**config.mk**
```make
export PLATFORM = sky130hd
export DESIGN_NAME = spare_escalation_ctrl
export DESIGN_NICKNAME = d
export VERILOG_FILES = /design/src/rtl/spare_pkg.sv /design/src/rtl/cfg_guard.sv /design/src/rtl/strike_hold.sv /design/src/rtl/escalate_fsm.sv /design/src/rtl/spare_escalation_ctrl.sv
export SDC_FILE = /design/constraint.sdc
export NUM_CORES = 1
export LEC_CHECK = 0
export BUFFER_PORTS_ARGS = -buffer_cell sky130_fd_sc_hd__buf_2
export CORE_UTILIZATION = 45
export CTS_BUF_LIST = sky130_fd_sc_hd__clkbuf_16
export CTS_CLUSTER_DIAMETER = 150
export DETAILED_ROUTE_END_ITERATION = 8
export GPL_TIMING_DRIVEN = 0
export PLACE_DENSITY = 0.82
export SYNTH_ARGS = -nofsm -noshare
export SYNTH_HDL_FRONTEND = slang
export SYNTH_SLANG_ARGS = --single-unit
```
**constraint.sdc**
```tcl
create_clock -name clk -period 2.1 [get_ports clk]
set_input_delay 0 -clock clk [delete_from_list [all_inputs] [get_ports clk]]
set_output_delay 0 -clock clk [all_outputs]
set_load 0.03 [all_outputs]
```
**src/rtl/spare_pkg.sv**
```systemverilog
// Shared types for the sparing escalation controller.
// Assumes a 3-bit mode code seen at the top-level ports.
package spare_pkg;
    typedef enum logic [2:0] {
        ST_NORMAL    = 3'd0,
        ST_BANK_COPY = 3'd1,
        ST_BANK_VLS  = 3'd2,
        ST_RANK_COPY = 3'd3,
        ST_RANK_VLS  = 3'd4,
        ST_PLUS_ONE  = 3'd5
    } esc_state_t;
endpackage

```
**src/rtl/cfg_guard.sv**
```systemverilog
// Configuration legality check. Flags enables that cannot coexist.
// Assumes the configuration is quasi-static; the conflict is combinational
// for the state machine and registered for the output flag.
module cfg_guard (
    input  logic clk,
    input  logic rst_n,
    input  logic adaptive_en,
    input  logic plus_one_en,
    input  logic dev_x8,
    input  logic mirror_en,
    input  logic rank_spare_en,
    output logic conflict,
    output logic err_q
);
    logic redundancy_clash;

    // Combinational legality decode.
    always_comb begin
        redundancy_clash = mirror_en | rank_spare_en;
        conflict = (adaptive_en & (dev_x8 | redundancy_clash))
                 | (plus_one_en & redundancy_clash);
    end

    // Registered error flag.
    always_ff @(posedge clk) begin
        if (!rst_n) err_q <= 1'b0;
        else        err_q <= conflict;
    end
endmodule

```
**src/rtl/strike_hold.sv**
```systemverilog
// One-entry holding slot for strikes. While the controller is busy copying,
// the first strike is captured and later ones are dropped. When the
// controller is idle, a held strike takes priority and a live strike that
// arrives in the same cycle takes its place in the slot.
module strike_hold #(
    parameter int RANK_W = 3,
    parameter int DEV_W  = 5,
    parameter int BANK_W = 4
) (
    input  logic              clk,
    input  logic              rst_n,
    input  logic              busy,
    input  logic              in_valid,
    input  logic [RANK_W-1:0] in_rank,
    input  logic [DEV_W-1:0]  in_dev,
    input  logic [BANK_W-1:0] in_bank,
    output logic              eff_valid,
    output logic [RANK_W-1:0] eff_rank,
    output logic [DEV_W-1:0]  eff_dev,
    output logic [BANK_W-1:0] eff_bank
);
    logic              held_v;
    logic [RANK_W-1:0] held_rank;
    logic [DEV_W-1:0]  held_dev;
    logic [BANK_W-1:0] held_bank;
    logic              load, consume;

    // Decide capture and release of the slot.
    always_comb begin
        load    = in_valid & (busy ? ~held_v : held_v);
        consume = ~busy & held_v;
    end

    // Slot storage.
    always_ff @(posedge clk) begin
        if (!rst_n) begin
            held_v    <= 1'b0;
            held_rank <= '0;
            held_dev  <= '0;
            held_bank <= '0;
        end else if (load) begin
            held_v    <= 1'b1;
            held_rank <= in_rank;
            held_dev  <= in_dev;
            held_bank <= in_bank;
        end else if (consume) begin
            held_v    <= 1'b0;
        end
    end

    // Strike presented to the state machine.
    always_comb begin
        eff_valid = ~busy & (held_v | in_valid);
        eff_rank  = held_v ? held_rank : in_rank;
        eff_dev   = held_v ? held_dev  : in_dev;
        eff_bank  = held_v ? held_bank : in_bank;
    end
endmodule

```
**src/rtl/escalate_fsm.sv**
```systemverilog
// Escalation state machine. It moves from normal operation to bank lockstep,
// then to rank lockstep, then to plus-one, and records the mapped-out
// location. Assumes strikes reach it only when it is not in a copy state.
module escalate_fsm
    import spare_pkg::*;
#(
    parameter int RANK_W = 3,
    parameter int DEV_W  = 5,
    parameter int BANK_W = 4
) (
    input  logic              clk,
    input  logic              rst_n,
    input  logic              adaptive_en,
    input  logic              plus_one_en,
    input  logic              conflict,
    input  logic              sv,
    input  logic [RANK_W-1:0] s_rank,
    input  logic [DEV_W-1:0]  s_dev,
    input  logic [BANK_W-1:0] s_bank,
    input  logic              copy_done,
    output esc_state_t        state,
    output logic              via_adaptive,
    output logic              map_v,
    output logic [RANK_W-1:0] map_rank,
    output logic [DEV_W-1:0]  map_dev,
    output logic [BANK_W-1:0] map_bank
);
    esc_state_t nxt;
    logic       capture;
    logic       same_rank;

    // Next-state decision.
    always_comb begin
        nxt       = state;
        capture   = 1'b0;
        same_rank = (s_rank == map_rank);
        case (state)
            ST_NORMAL: begin
                if (sv && !conflict) begin
                    if (adaptive_en) begin
                        nxt = ST_BANK_COPY; capture = 1'b1;
                    end else if (plus_one_en) begin
                        nxt = ST_RANK_COPY; capture = 1'b1;
                    end
                end
            end
            ST_BANK_COPY: if (copy_done) nxt = ST_BANK_VLS;
            ST_BANK_VLS:  if (sv && same_rank && s_bank != map_bank) nxt = ST_RANK_COPY;
            ST_RANK_COPY: if (copy_done) nxt = via_adaptive ? ST_RANK_VLS : ST_PLUS_ONE;
            ST_RANK_VLS:  if (sv && plus_one_en && same_rank && s_dev != map_dev) nxt = ST_PLUS_ONE;
            ST_PLUS_ONE:  nxt = ST_PLUS_ONE;
            default:      nxt = ST_NORMAL;
        endcase
    end

    // State and mapped-out location registers.
    always_ff @(posedge clk) begin
        if (!rst_n) begin
            state        <= ST_NORMAL;
            via_adaptive <= 1'b0;
            map_v        <= 1'b0;
            map_rank     <= '0;
            map_dev      <= '0;
            map_bank     <= '0;
        end else begin
            state <= nxt;
            if (capture) begin
                via_adaptive <= adaptive_en;
                map_v        <= 1'b1;
                map_rank     <= s_rank;
                map_dev      <= s_dev;
                map_bank     <= s_bank;
            end
        end
    end
endmodule

```
**src/rtl/spare_escalation_ctrl.sv**
```systemverilog
// Top of the adaptive sparing escalation controller. It joins the
// configuration guard, the strike holding slot and the escalation state
// machine, and decodes the mode flags. The data mover is external.
module spare_escalation_ctrl
    import spare_pkg::*;
#(
    parameter int RANK_W = 3,
    parameter int DEV_W  = 5,
    parameter int BANK_W = 4
) (
    input  logic              clk,
    input  logic              rst_n,
    input  logic              cfg_adaptive_en,
    input  logic              cfg_plus_one_en,
    input  logic              cfg_x8,
    input  logic              cfg_mirror_en,
    input  logic              cfg_rank_spare_en,
    input  logic              strike_valid,
    input  logic [RANK_W-1:0] strike_rank,
    input  logic [DEV_W-1:0]  strike_dev,
    input  logic [BANK_W-1:0] strike_bank,
    input  logic              copy_done,
    output logic [2:0]        mode,
    output logic              copy_start,
    output logic              copy_whole,
    output logic              bank_vls,
    output logic              rank_vls,
    output logic              plus_one,
    output logic              cfg_err,
    output logic              mapped_valid,
    output logic [RANK_W-1:0] mapped_rank,
    output logic [DEV_W-1:0]  mapped_dev,
    output logic [BANK_W-1:0] mapped_bank
);
    esc_state_t        state;
    logic              conflict, via_adaptive, busy;
    logic              eff_v;
    logic [RANK_W-1:0] eff_rank;
    logic [DEV_W-1:0]  eff_dev;
    logic [BANK_W-1:0] eff_bank;

    cfg_guard u_guard (
        .clk(clk), .rst_n(rst_n),
        .adaptive_en(cfg_adaptive_en), .plus_one_en(cfg_plus_one_en),
        .dev_x8(cfg_x8), .mirror_en(cfg_mirror_en), .rank_spare_en(cfg_rank_spare_en),
        .conflict(conflict), .err_q(cfg_err)
    );

    // Copy states block new strikes from the state machine.
    always_comb busy = (state == ST_BANK_COPY) || (state == ST_RANK_COPY);

    strike_hold #(.RANK_W(RANK_W), .DEV_W(DEV_W), .BANK_W(BANK_W)) u_hold (
        .clk(clk), .rst_n(rst_n), .busy(busy),
        .in_valid(strike_valid), .in_rank(strike_rank), .in_dev(strike_dev), .in_bank(strike_bank),
        .eff_valid(eff_v), .eff_rank(eff_rank), .eff_dev(eff_dev), .eff_bank(eff_bank)
    );

    escalate_fsm #(.RANK_W(RANK_W), .DEV_W(DEV_W), .BANK_W(BANK_W)) u_fsm (
        .clk(clk), .rst_n(rst_n),
        .adaptive_en(cfg_adaptive_en), .plus_one_en(cfg_plus_one_en), .conflict(conflict),
        .sv(eff_v), .s_rank(eff_rank), .s_dev(eff_dev), .s_bank(eff_bank),
        .copy_done(copy_done), .state(state), .via_adaptive(via_adaptive),
        .map_v(mapped_valid), .map_rank(mapped_rank), .map_dev(mapped_dev), .map_bank(mapped_bank)
    );

    // Mode flag decode.
    always_comb begin
        mode       = state;
        copy_start = busy;
        copy_whole = (state == ST_RANK_COPY);
        bank_vls   = (state == ST_BANK_COPY) || (state == ST_BANK_VLS);
        rank_vls   = via_adaptive && ((state == ST_RANK_COPY) || (state == ST_RANK_VLS)
                                      || (state == ST_PLUS_ONE));
        plus_one   = (state == ST_PLUS_ONE);
    end
endmodule

```
==> results.py <==
metrics = {
    "outcome": {
        "status": "finished, final reports clean",
    },
    "sta": {
        "max_freq_mhz": 502,
        "finalSetupViolations": 0,
        "final_hold_viol_count": 0,
        "tightest_slew_ns": 0.529,
        "maxSlewHeadroom_pct": 64.8,
        "rsz0062_at_grt": "yes",
        "period_needed_ns": 1.99,
        "finalMaxSlewViolations": 0,
        "hold_slack_ns": 0.00863,
        "fin_skew_ns": 0.00611,
        "fin_crit_sh_pct": 94.8,
    },
    "finish": {
        "register_area_um2": 622,
        "design_area_um2": 2100,
        "antennaDiodeCount": 0,
        "drive_above_1_share_pct": 27.8,
        "fin_nets": 251,
        "syn_to_final_growth_pct": 33.4,
        "fin_cells": 276,
        "multi_input_area_um2": 897,
        "n_fill_cell": 289,
    },
    "drt": {
        "wire_per_inst_um": 13.3,
        "num_vias": 1417,
        "routed_wl_mm": 3.68,
        "dr.pass1.iters": 4,
        "ant_nets": 0,
        "vias_per_cell": 5.13,
        "drt-initial-drc-count": 67,
        "drc": 0,
    },
    "pwr": {
        "leakage_nw": 1.03,
        "vdd_drop_max_mv": 0.586,
        "total_power_mw": 2.26,
        "power_density_nw_per_um2": 1070,
    },
    "synth": {
        "synth-edff-count": 0,
        "avgSynthCellArea_um2": 9.16,
        "synth_warnings": 0,
        "seq_area_frac_synth_pct": 39.4,
        "synthCells": 172,
        "synth_area_leaders": "dfxtp_1, nand2_1, mux2i_1",
        "synth_cell_type_count": 35,
        "yosysTopAreaCellShare_pct": 39.4,
        "synth.cell_area_um2": 1580,
        "synth-seq-cells": 31,
        "async_flop_share_pct": 0,
        "syn_nets": 194,
        "synth_area_leader_cell": "dfxtp_1",
        "ys.flop_type": "dfxtp_1",
    },
    "setup_path": {
        "cp.depth": 7,
        "critPathCaptureType": "flip-flop",
        "slowest_stage": "a2111o_1",
        "required_ns": 2.27,
        "critPathMaxStageDelay_ns": 0.43,
        "crit_family": "compound AO/OA/AOI/OAI gates",
        "ff2ff_path_depth": 7,
        "arrival_ns": 2.16,
        "crit_fanout": 10,
        "path_cells": "buf_6, buf_12, mux2i_2, xor2_1, nand4_1, a2111o_1, a32o_1",
        "critPathBufInv": 2,
        "worst_setup_path_start_kind": "flip-flop",
        "path_class": "reg -> reg",
    },
    "clock_tree": {
        "cts_made_buffers": 5,
        "numClockSinks": 31,
        "clk_pin_slew_ns": 0.05,
        "cts_tree": "done",
        "clockBufferDepth": 2,
        "cts_root_buf": "clkbuf_16",
        "clkLatencyLatePin_ns": 0.28,
        "htree_levels": 2,
    },
    "global_route": {
        "first_global_vias": 1314,
        "grt_usage_pct": 21.6,
        "antenna_found_initial": 0,
        "grt_max_degree": 11,
        "grt.overflow.total": 0,
        "grt_pass1_wl_mm": 5.80,
    },
    "placement": {
        "place.gp.congestion": 0.860,
        "io_buffers": 42,
        "dp.cells": 260,
        "place_hpwl_mm": 2.47,
        "placed_area_um2": 1840,
    },
    "floorplan": {
        "die_y_um": 61.2,
        "io_pins": 43,
        "core_region_area_um2": 3340,
        "fp.dieW_um": 61.2,
        "rows": 21,
        "die-area_um2": 3740,
        "initial_core_util_pct": 47.2,
    },
    "hold_path": {
        "hold_path_class": "in -> reg",
        "hold_depth": 3,
    },
    "flow_run": {
        "maxCapViolations": 0,
    },
}
-- final timing paths --
kind                                          from                                to  slack, ns
hold / removal                       strike_dev[1]   u_hold.held_dev[1]$_SDFFE_PN0P_      0.009
hold reg to reg   u_hold.held_bank[0]$_SDFFE_PN0P_  u_hold.held_bank[0]$_SDFFE_PN0P_       0.46
setup / recovery        u_hold.held_v$_SDFFE_PN0P_       u_fsm.state[0]$_SDFFE_PN0P_       0.11
setup reg to reg        u_hold.held_v$_SDFFE_PN0P_       u_fsm.state[0]$_SDFFE_PN0P_       0.11
-- logic make-up after synthesis --
family	Yosys count	synth area share (%)
DFF	31	39.4
adders and majority gates	1	0.794
AOI/OAI and AO/OA	40	21.4
and+or+nand+nor	58	16.6
buffers and inverters	15	5.48
muxes	14	9.13
xor gates and xnor gates	13	7.23
-- registers in the layout, indices dropped and copies added, names as in the netlist, 3 cells and up --
register / count
u_fsm.map_bank: 4
u_fsm.map_dev: 5
u_fsm.map_rank: 3
u_fsm.state: 3
u_hold.held_bank: 4
u_hold.held_dev: 5
u_hold.held_rank: 3
-- cell usage in the layout, fill, tap and decap left out, types with 2 or more instances in the layout --
cell / netlist / routed
clkbuf_1: 5 / 3
xor2_1: 7 / 7
dfxtp_1: 31 / 30
a21boi_0: 17 / 17
clkbuf_16: 0 / 5
xnor2_1: 6 / 6
nand2b_1: 2 / 2
buf_2: 2 / 44
mux2i_1: 13 / 9
nor2_1: 5 / 5
o21ai_0: 3 / 2
mux2i_2: 1 / 5
o211a_1: 12 / 12
inv_1: 5 / 6
dlygate4sd3_1: 0 / 9
nand2_1: 41 / 41
nor2b_1: 2 / 2
-- synthesized netlist by cell type (2+ instances only) --
| cell type | number |
|---|---|
| a21boi_0 | 17 |
| buf_2 | 2 |
| clkbuf_1 | 5 |
| dfxtp_1 | 31 |
| inv_1 | 5 |
| mux2i_1 | 13 |
| nand2_1 | 41 |
| nand2b_1 | 2 |
| nor2_1 | 5 |
| nor2b_1 | 2 |
| o211a_1 | 12 |
| o21ai_0 | 3 |
| xnor2_1 | 6 |
| xor2_1 | 7 |
-- area by class of cell --
cell class | instances | share of cell area [%]
Buffer | 9 | 3.10
Clock buffer | 5 | 5.95
Clock inverter | 3 | 0.774
Inverter | 5 | 0.893
Multi-Input combinational cell | 126 | 42.7
Sequential cell | 31 | 29.6
Tap cell | 46 | 2.74
Timing Repair Buffer | 51 | 14.3
-- worst min-delay path, delay by kind of cell --
family,cells,cell delay [ns]
buffers and inverters,1,0.11
and+or+nand+nor,1,0.04
AOI/OAI and AO/OA,1,0.08
-- power breakdown --
group          switching, mW  leakage [nW]  internal, mW
Clock                  0.253        0.0710         0.431
Sequential            0.0814         0.252         0.684
Combinational          0.470         0.704         0.337
-- routing by layer --
layer	wire length (um)	track usage, %	vias to the layer above	part of all wire (%)
li1	-	-	711	-
met1	1730	26.6	665	47
met2	1740	35.6	34	47
met3	152	5.67	7	4.1
met4	58	9.42	0	1.6
met5	0	0	-	0
-- repair_timing --
action | 4_1_cts | 5_1_grt
resized for setup | 2 | 8
pin swaps | 1 | 3
endpoints found under the hold margin | 9 | 0
hold buffers | 9 | 0
buffers inserted | 0 | 0
endpoints found under the setup margin | 7 | 25
-- per-stage QoR --
| step | setup slack [ns] | TNS [ns] | util [%] |
|---|---|---|---|
| after floorplan | 0.158 | 0 | - |
| after global placement | 0.0268 | 0 | 55.2 |
| after detailed placement | -0.0352 | -0.152 | 55.2 |
| after CTS | 0.0295 | 0 | 62.2 |
| after global routing | -0.0155 | -0.0199 | 63.0 |
| final | 0.108 | 0 | 63.0 |
No activity file was read; power rests on OpenSTA's default activity.
